<file path="config.mk">
export PLATFORM = sky130hd
export DESIGN_NAME = scaler_bank
export DESIGN_NICKNAME = d
export VERILOG_FILES = /design/src/rtl/scaler_pkg.sv /design/src/rtl/scl_sync_edge.sv /design/src/rtl/scl_window.sv /design/src/rtl/scl_chan.sv /design/src/rtl/scaler_bank.sv
export SDC_FILE = /design/constraint.sdc
export NUM_CORES = 2
export LEC_CHECK = 0
export ABC_AREA = 1
export CAP_MARGIN = 20
export CORE_AREA = 2 2 353 355
export CTS_CLUSTER_DIAMETER = 120
export DETAILED_ROUTE_END_ITERATION = 16
export DIE_AREA = 0 0 355 357
export GPL_ROUTABILITY_DRIVEN = 1
export MAX_ROUTING_LAYER = met4
export PLACE_DENSITY_LB_ADDON = 0.15
export SKIP_LAST_GASP = 1
export SLEW_MARGIN = 25
export SYNTH_ARGS = -nofsm -noshare
export SYNTH_HDL_FRONTEND = slang
export SYNTH_SLANG_ARGS = --single-unit
export TNS_END_PERCENT = 100
</file>
<file path="constraint.sdc">
create_clock -name clk -period 41.5 [get_ports clk]
set_input_delay 6.225 -clock clk [delete_from_list [all_inputs] [get_ports clk]]
set_output_delay 6.225 -clock clk [all_outputs]
set_load 0.02 [all_outputs]
</file>
<file path="src/rtl/scaler_pkg.sv">
package scaler_pkg;
  typedef enum logic {
    RD_TOTAL = 1'b0,
    RD_RATE  = 1'b1
  } rd_mode_e;
endpackage

</file>
<file path="src/rtl/scl_sync_edge.sv">
module scl_sync_edge #(
  parameter int W = 8
) (
  input  logic         clk,
  input  logic         rst_ni,
  input  logic [W-1:0] din,
  output logic [W-1:0] rise
);
  logic [W-1:0] meta_q, stab_q, prev_q;
  logic [W-1:0] meta_d, stab_d, prev_d;

  always_comb begin
    meta_d = din;
    stab_d = meta_q;
    prev_d = stab_q;
    rise   = stab_q & ~prev_q;
  end

  always_ff @(posedge clk or negedge rst_ni) begin
    if (!rst_ni) begin
      meta_q <= '0;
      stab_q <= '0;
      prev_q <= '0;
    end else begin
      meta_q <= meta_d;
      stab_q <= stab_d;
      prev_q <= prev_d;
    end
  end

  // an edge pulse never lasts longer than one cycle
  single_pulse_chk: assert property (@(posedge clk) disable iff (!rst_ni)
    (rise != '0) |=> ((rise & $past(rise)) == '0));
endmodule

</file>
<file path="src/rtl/scl_window.sv">
module scl_window #(
  parameter int WIN_CYC = 300_000_000
) (
  input  logic clk,
  input  logic rst_ni,
  input  logic clr,
  output logic tick
);
  localparam int WW = (WIN_CYC > 2) ? $clog2(WIN_CYC) : 1;
  localparam logic [WW-1:0] LAST = WW'(WIN_CYC - 1);

  logic [WW-1:0] wcnt_q, wcnt_d;

  always_comb begin
    tick = (wcnt_q == LAST);
    if (clr || tick) wcnt_d = '0;
    else             wcnt_d = wcnt_q + 1'b1;
  end

  always_ff @(posedge clk or negedge rst_ni) begin
    if (!rst_ni) wcnt_q <= '0;
    else         wcnt_q <= wcnt_d;
  end


  window_range_chk: assert property (@(posedge clk) disable iff (!rst_ni)
    32'(wcnt_q) < WIN_CYC);
endmodule

</file>
<file path="src/rtl/scl_chan.sv">
module scl_chan #(
  parameter int CNT_W = 32
) (
  input  logic             clk,
  input  logic             rst_ni,
  input  logic             pulse,
  input  logic             en,
  input  logic             clr,
  input  logic             xfer,
  input  logic             tick,
  output logic [CNT_W-1:0] shadow_o,
  output logic [CNT_W-1:0] rate_o,
  output logic             ovf_o
);
  logic [CNT_W-1:0] live_q, live_d, win_q, win_d, rate_q, rate_d, shad_q, shad_d;
  logic             ovf_q, ovf_d, inc;
  logic             live_ce, win_ce, rate_ce, shad_ce;

  always_comb begin
    inc    = pulse & en;
    live_d = live_q;
    win_d  = win_q;
    rate_d = rate_q;
    shad_d = live_q;
    ovf_d  = ovf_q;
    if (clr) begin
      live_d = '0;
      win_d  = '0;
      rate_d = '0;
      ovf_d  = 1'b0;
    end else begin
      if (inc) begin
        live_d = live_q + 1'b1;
        if (&live_q) ovf_d = 1'b1;
      end
      if (tick) begin
        rate_d = win_q + {{(CNT_W-1){1'b0}}, inc};
        win_d  = '0;
      end else if (inc) begin
        win_d = win_q + 1'b1;
      end
    end
    live_ce = clr | inc;
    win_ce  = clr | tick | inc;
    rate_ce = clr | tick;
    shad_ce = xfer;
  end

  always_ff @(posedge clk or negedge rst_ni) begin
    if (!rst_ni) begin
      live_q <= '0;
      win_q  <= '0;
      rate_q <= '0;
      shad_q <= '0;
      ovf_q  <= 1'b0;
    end else begin
      if (live_ce) live_q <= live_d;
      if (win_ce)  win_q  <= win_d;
      if (rate_ce) rate_q <= rate_d;
      if (shad_ce) shad_q <= shad_d;
      ovf_q <= ovf_d;
    end
  end

  assign shadow_o = shad_q;
  assign rate_o   = rate_q;
  assign ovf_o    = ovf_q;


  disabled_hold_chk: assert property (@(posedge clk) disable iff (!rst_ni)
    (!en && !clr) |=> $stable(live_q));

  ovf_sticky_chk: assert property (@(posedge clk) disable iff (!rst_ni)
    (ovf_q && !clr) |=> ovf_q);

  clear_zero_chk: assert property (@(posedge clk) disable iff (!rst_ni)
    clr |=> (live_q == '0 && !ovf_q && rate_q == '0 && win_q == '0));

  xfer_capture_chk: assert property (@(posedge clk) disable iff (!rst_ni)
    xfer |=> (shad_q == $past(live_q)));
endmodule

</file>
<file path="src/rtl/scaler_bank.sv">
module scaler_bank #(
  parameter int NUM_CH  = 8,
  parameter int CNT_W   = 32,
  parameter int WIN_CYC = 300_000_000,
  localparam int CH_W   = (NUM_CH > 1) ? $clog2(NUM_CH) : 1
) (
  input  logic              clk,
  input  logic              rst_n,
  input  logic [NUM_CH-1:0] cnt_src,
  input  logic [NUM_CH-1:0] cnt_en,
  input  logic              clr_all,
  input  logic              xfer,
  input  logic              rate_mode,
  input  logic [CH_W-1:0]   rd_chan,
  output logic [CNT_W-1:0]  rd_data,
  output logic [NUM_CH-1:0] ovf_flag
);
  import scaler_pkg::*;

  logic rst_meta_q, rst_i;
  logic [NUM_CH-1:0] rise;
  logic tick;
  logic [CNT_W-1:0] shad_arr [NUM_CH];
  logic [CNT_W-1:0] rate_arr [NUM_CH];
  rd_mode_e rd_mode;

  always_ff @(posedge clk or negedge rst_n) begin
    if (!rst_n) begin
      rst_meta_q <= 1'b0;
      rst_i      <= 1'b0;
    end else begin
      rst_meta_q <= 1'b1;
      rst_i      <= rst_meta_q;
    end
  end

  scl_sync_edge #(.W(NUM_CH)) i_edge (
    .clk(clk), .rst_ni(rst_i), .din(cnt_src), .rise(rise)
  );

  scl_window #(.WIN_CYC(WIN_CYC)) i_win (
    .clk(clk), .rst_ni(rst_i), .clr(clr_all), .tick(tick)
  );

  for (genvar g = 0; g < NUM_CH; g++) begin : g_chan
    scl_chan #(.CNT_W(CNT_W)) i_chan (
      .clk(clk), .rst_ni(rst_i), .pulse(rise[g]), .en(cnt_en[g]),
      .clr(clr_all), .xfer(xfer), .tick(tick),
      .shadow_o(shad_arr[g]), .rate_o(rate_arr[g]), .ovf_o(ovf_flag[g])
    );
  end

  always_comb begin
    rd_mode = rd_mode_e'(rate_mode);
    if (rd_mode == RD_RATE) rd_data = rate_arr[rd_chan];
    else                    rd_data = shad_arr[rd_chan];
  end


  reset_state_chk: assert property (@(posedge clk)
    (!rst_i) |-> (ovf_flag == '0 && rd_data == '0));
endmodule

</file>
### Word-level counts from Yosys, hierarchy flattened

Index checks and enable logic that the tools add are counted.

| word-level totals | value |
|---|---|
| register bits | 1087 |
| bits of input ports | 24 |
| output and inout port bits | 40 |
| word-level logic and storage cells | 248 |

| cells by class | value |
|---|---|
| $add $sub $neg | 25 |
| magnitude comparators | 1 |
| equal/unequal tests | 1 |
| mux-type cells | 88 |
| bitwise operators | 28 |
| reduce and logical (&&, ||, !) cells | 59 |

Operators with widths:

| cell | count |
|---|---|
| $mux 32 | 61 |
| $add 32x1->32 const B | 16 |
| $add 32x1->32 | 8 |
| $reduce_and 32->1 | 8 |
| $bmux 32 s3 | 2 |
| $reduce_and 2->1 | 25 |
| $reduce_bool 2->1 | 17 |
| $add 29x1->29 const B | 1 |
| $eq 29x29->1 const B | 1 |
| $mux 29 | 1 |
| $mux 1 | 24 |
| $reduce_bool 3->1 | 8 |
| $or 1x1->1 | 17 |
| $and 1x1->1 | 8 |
| $and 8x8->8 | 1 |
| $not 8->8 | 1 |
| $ge 4x4->1 const B | 1 |
| $not 3->4 | 1 |
| $logic_or 1x1->1 | 1 |

### Depth between registers and ports, before layout

| logic depth | value |
|---|---|
| depth after elaboration | 6 |
| depth in mapped cells | 15 |
| mapped depth without buffers | 14 |

### By module

A second synthesis with hierarchy kept.

| unflattened totals | value |
|---|---|
| cell total of the unflattened synthesis | 8881 |
| area, all modules | 62976.6 um^2 |

By module, submodules not included:

| module | instances | cells an instance | area each (um^2) | seq. area each (um^2) |
|---|---|---|---|---|
| scl_chan | 8 | 877 | 6732.7 | 3228.1 |
| scaler_bank | 1 | 1552 | 6657.6 | 50.0 |
| scl_window | 1 | 273 | 1776.7 | 725.7 |
| scl_sync_edge | 1 | 40 | 680.7 | 600.6 |

### Least setup slack after synthesis

Ideal clock, no wire load.

| timing path | value |
|---|---|
| kind | input port to output port |
| start | input rd_chan[0] |
| end | output rd_data[19] |
| data arrival time | 7.569 ns |
| data required time | 35.275 ns |
| setup slack | 27.706 ns |
| stages | 9 |
| path buffers | 4 |
| path through | buf_2 -> clkinv_1 -> buf_2 -> buf_2 -> clkbuf_1 -> nor2_1 -> o211ai_1 -> o211ai_1 -> nand2_1 |

| between the ends | value |
|---|---|
| word-level cells in the longest chain between the ends | 5 |
| elaborated cells on any way between the ends | 8 |
| classes of those cells | mux: 7; bitwise: 1 |

RTL lines:

| element | line | RTL |
|---|---|---|
| from (decl) | scaler_bank.sv:14 | `input logic [CH_W-1:0] rd_chan,` |
| $not 3->4 (not written as such) * | scaler_bank.sv:55, scaler_bank.sv:56 |  |
| $bmux 32 s3, on equally long branches | scaler_bank.sv:56, scaler_bank.sv:55 |  |
| $mux 32, on equally long branches (2 in a row) | scaler_bank.sv:56, scaler_bank.sv:55 |  |
| $mux 32 * | scaler_bank.sv:55 | `if (rd_mode == RD_RATE) rd_data = rate_arr[rd_chan];` |
| to (decl) | scaler_bank.sv:15 | `output logic [CNT_W-1:0] rd_data,` |

Every way passes the cells marked *; elsewhere a longest branch is shown, timed or not. The select of a mux whose other input is x is not followed.

### Final worst setup path

| timing path | value |
|---|---|
| start | input rd_chan[1] |
| end | output rd_data[24] |

Same word-level chain as after synthesis.

==> results.txt <==
CTS tree -> yes
Clock Tree Buf Depth -> 3
placed cells -> 10046
largest net degree at the start of global routing -> 177
skew final -> 0.0313 ns
residual DRC count -> 0
DR pass1 iterations -> 7
M3 GR Usage -> 4.52%
Max-slew headroom -> 24.3%
critical path endpoint category -> primary output
Synth Cell Area -> 61200 um2
Seq pwr share -> 45.7%
post-synthesis mux area share -> 0.534%
run status -> finished clean
switching share of power -> 25.1%
worst min path class -> flop to flop
Syn Area/Cell -> 7.09 um2
leading area contributor after synthesis -> dfrtp_1
unrepaired setup endpoints after global routing -> no
flop-to-flop setup slack -> 37.30 ns
CP Max Fanout -> 73
chip height -> 357 um
row count -> 129
met1 usage -> 49.4%
Compound-Gate Fraction of Synth Area -> 12.4%
share of layout cells above drive strength 1 -> 4.01%
fin. max-slew vios -> 0
DIE WIDTH -> 355 um
R2R depth -> 5
final instance area -> 67200 um2
largest cells by area after synthesis -> dfrtp_1, nand2_1, nor2_1
required time of the critical path -> 35.27 ns
Final setup viols -> 0
Max VDD drop -> 0.0501 mV
antenna violations before repair -> 10
Avg WL per Cell -> 22.8 um
reg-to-reg endpoint -> g_chan[2].i_chan.shadow_o[4]
Hold EP -> rst_i
HPWL after detailed placement -> 178 mm
first-pass GRT wire length -> 347 mm
Root Buffer -> clkbuf_16
Final min period -> 16.22 ns
Yosys reg bits -> 1087
initial core utilization -> 49.7%
f_max -> 61.7 MHz
Mapped Cells -> 8632
gr usage total -> 37.7%
Max-Cap Viols -> 0
clock-pin transition on the worst setup and hold timing paths -> 0.07 ns
Post-synth EDFFs -> 0
Pleak -> 28.4 nW
Finished Layout Cells -> 10280
RD Place Congestion -> 1.01
Placement Cell Area -> 62900 um2
Post-Synth Adder-Cell Area -> 0.675%
Setup TNS -> 0 ns
xor and xnor area share after synthesis -> 3.25%
clock sink count -> 1087
top_reg_cell synth -> dfrtp_1
Post-CTS Resized -> 0
post-CTS setup buffers -> 0
Warnings, synthesis -> 0
Iter 0 DRT Violations -> 6661
Clock power frac -> 48.1%
die area -> 127000 um2
met2 Resource Use GR -> 58.0%
Top Usage Layer GRT -> met2
Critical Path Source Type -> primary input
Clk Latency, worst-skew pair -> 0.76 ns
Final Hold Fails -> 0
Arr. time, crit path -> 9.99 ns
crit path kind -> primary input to primary output
antenna-violating nets left -> 0
syn_nets -> 8689
Synth Area in Simple Gates -> 30.6%
port buffer count -> 63
GRT overflow -> 0
crit share post-route -> 39.1%
post-DR vias/cell -> 5.65
Yosys top cell area share -> 44.5%
Synth top cells by count -> nand2_1, nor2_1, dfrtp_1
Slew @ Worst Pin -> 1.13 ns
final wirelength -> 235 mm
H-Tree Depth -> 3
NetSw -> 0.000600 W
Comb pwr share -> 6.2%
CTS buffer count -> 121
vias in the first global route -> 53172
hold buffer count at cts -> 0
FF-to-FF Start -> rst_i
cell with the most instances after synthesis -> nand2_1
hold path depth -> 0
Synth cell types -> 51
nets -> 8590
fill cell count -> 12199
Area Overhead vs Synth -> 9.82%
I/O pins -> 64
PwrDens -> 35.6 nW/um2
Post-synth ARST share -> 100%
core area -> 123000 um2
worst min-delay path startpoint -> rst_meta_q
register area share after synthesis -> 44.5%
overall via count from detail_route -> 58118
P_int -> 0.00179 W
main combinational cell family by area after synthesis -> simple AND/OR/NAND/NOR gates
[how the worst max path moves through the flow]
stage	to	depth (start not counted)	start	slack, ns
after CTS	rd_data[24]	8	rd_chan[0]	25.32
after floorplan	g_chan[0].i_chan.live_q[0]	0	rst_i	8.96
after global routing	rd_data[30]	8	rd_chan[0]	25.21
after global placement	rd_data[24]	8	rd_chan[0]	25.34
final	rd_data[24]	9	rd_chan[1]	25.28
after detailed placement	rd_data[24]	8	rd_chan[0]	25.33
[stage by stage]
step | util (%) | power, W | setup WS [ns] | hold slack, ns
floorplan | - | 0.00120 | 8.96 | 0.331
global placement | 51.1 | 0.00126 | 25.34 | 0.332
detailed placement | 51.1 | 0.00126 | 25.33 | 0.337
CTS | 54.6 | 0.00240 | 25.32 | 0.348
global route | 54.6 | 0.00246 | 25.21 | 0.357
finish | 54.6 | 0.00239 | 25.28 | 0.343
[cell usage in the layout (no fill, tap or decap), types with 6 or more instances in the layout]
cell type / netlist / final
nand2_1: 2211 / 2210
nor2_1: 1303 / 1299
dfrtp_1: 1087 / 1086
inv_1: 910 / 909
o21ai_0: 718 / 718
nand3_1: 673 / 673
a21oi_1: 531 / 531
nor3_1: 197 / 197
xor2_1: 194 / 194
clkbuf_16: 0 / 122
nand4_1: 113 / 113
clkdlybuf4s50_1: 0 / 58
o21ai_1: 56 / 56
buf_4: 9 / 45
xnor2_1: 33 / 33
ha_1: 33 / 33
clkinv_2: 0 / 30
o22ai_1: 29 / 29
mux2_2: 29 / 29
clkbuf_1: 193 / 22
clkbuf_8: 0 / 21
o211ai_1: 20 / 20
o22ai_2: 20 / 20
o221ai_1: 19 / 19
bufinv_16: 0 / 17
nor3b_1: 16 / 16
nand3b_1: 11 / 11
a31oi_1: 11 / 11
o21a_1: 10 / 10
diode_2: 0 / 7
inv_6: 0 / 7
and3_1: 7 / 7
clkinvlp_4: 0 / 7
or2_2: 6 / 6
a211oi_1: 6 / 6
nor4_1: 6 / 6
buf_6: 4 / 6
[registers in the layout, summed over array words and instances (netlist names)]
register / count
rst_meta_q: 1
rst_i: 1
i_edge.meta_q: 8
g_chan.i_chan.ovf_o: 8
i_edge.prev_d: 8
i_edge.prev_q: 8
i_win.wcnt_q: 29
g_chan.i_chan.live_q: 256
g_chan.i_chan.shadow_o: 256
g_chan.i_chan.rate_o: 256
g_chan.i_chan.win_q: 256
[layout make-up]
| class | instances | area [um2] | share of cell area [%] |
|---|---|---|---|
| clock inverter | 62 | 806 | 1.20 |
| timing repair buffer | 117 | 1120 | 1.67 |
| tap | 1637 | 2050 | 3.05 |
| clock buffer | 164 | 3410 | 5.08 |
| antenna | 7 | 17.5 | 0.0261 |
| inverter | 922 | 3480 | 5.19 |
| sequential | 1087 | 27200 | 40.5 |
| multi-input combinational | 6284 | 29100 | 43.3 |
[routing by layer]
layer  wire length [um]  part of all wire, %
met4              13800                  5.9
met5                  0                    0
met3              15500                  6.6
met2             107000                   45
met1              98600                   42
[critical path, cell delays in order]
cell,delay (ns)
buf_4,0.55
clkinv_2,0.83
buf_4,0.64
a21oi_1,0.22
o21ai_0,0.10
nand3_1,0.10
nand3_1,0.25
nand2_1,0.33
clkdlybuf4s50_1,0.67
[cell families after synthesis]
group | count (synthesis)
simple gates | 4561
mux | 29
xor+xnor | 227
buf+inv | 1261
other cells | 1
fa+ha+maj | 33
compound gates | 1433
flops | 1087
[power by group through the flow]
| stage | Combinational (W) | Clock (W) | Sequential, W |
|---|---|---|---|
| 5_1_grt | 0.000162 | 0.00121 | 0.00109 |
| 3_3_place_gp | 0.000144 | 0 | 0.00111 |
| 4_1_cts | 0.000146 | 0.00116 | 0.00109 |
| 2_1_floorplan | 0.0000808 | 0 | 0.00112 |
| 3_5_place_dp | 0.000146 | 0 | 0.00111 |
| 6_report | 0.000148 | 0.00115 | 0.00109 |
(Power assumes the default switching activity.)
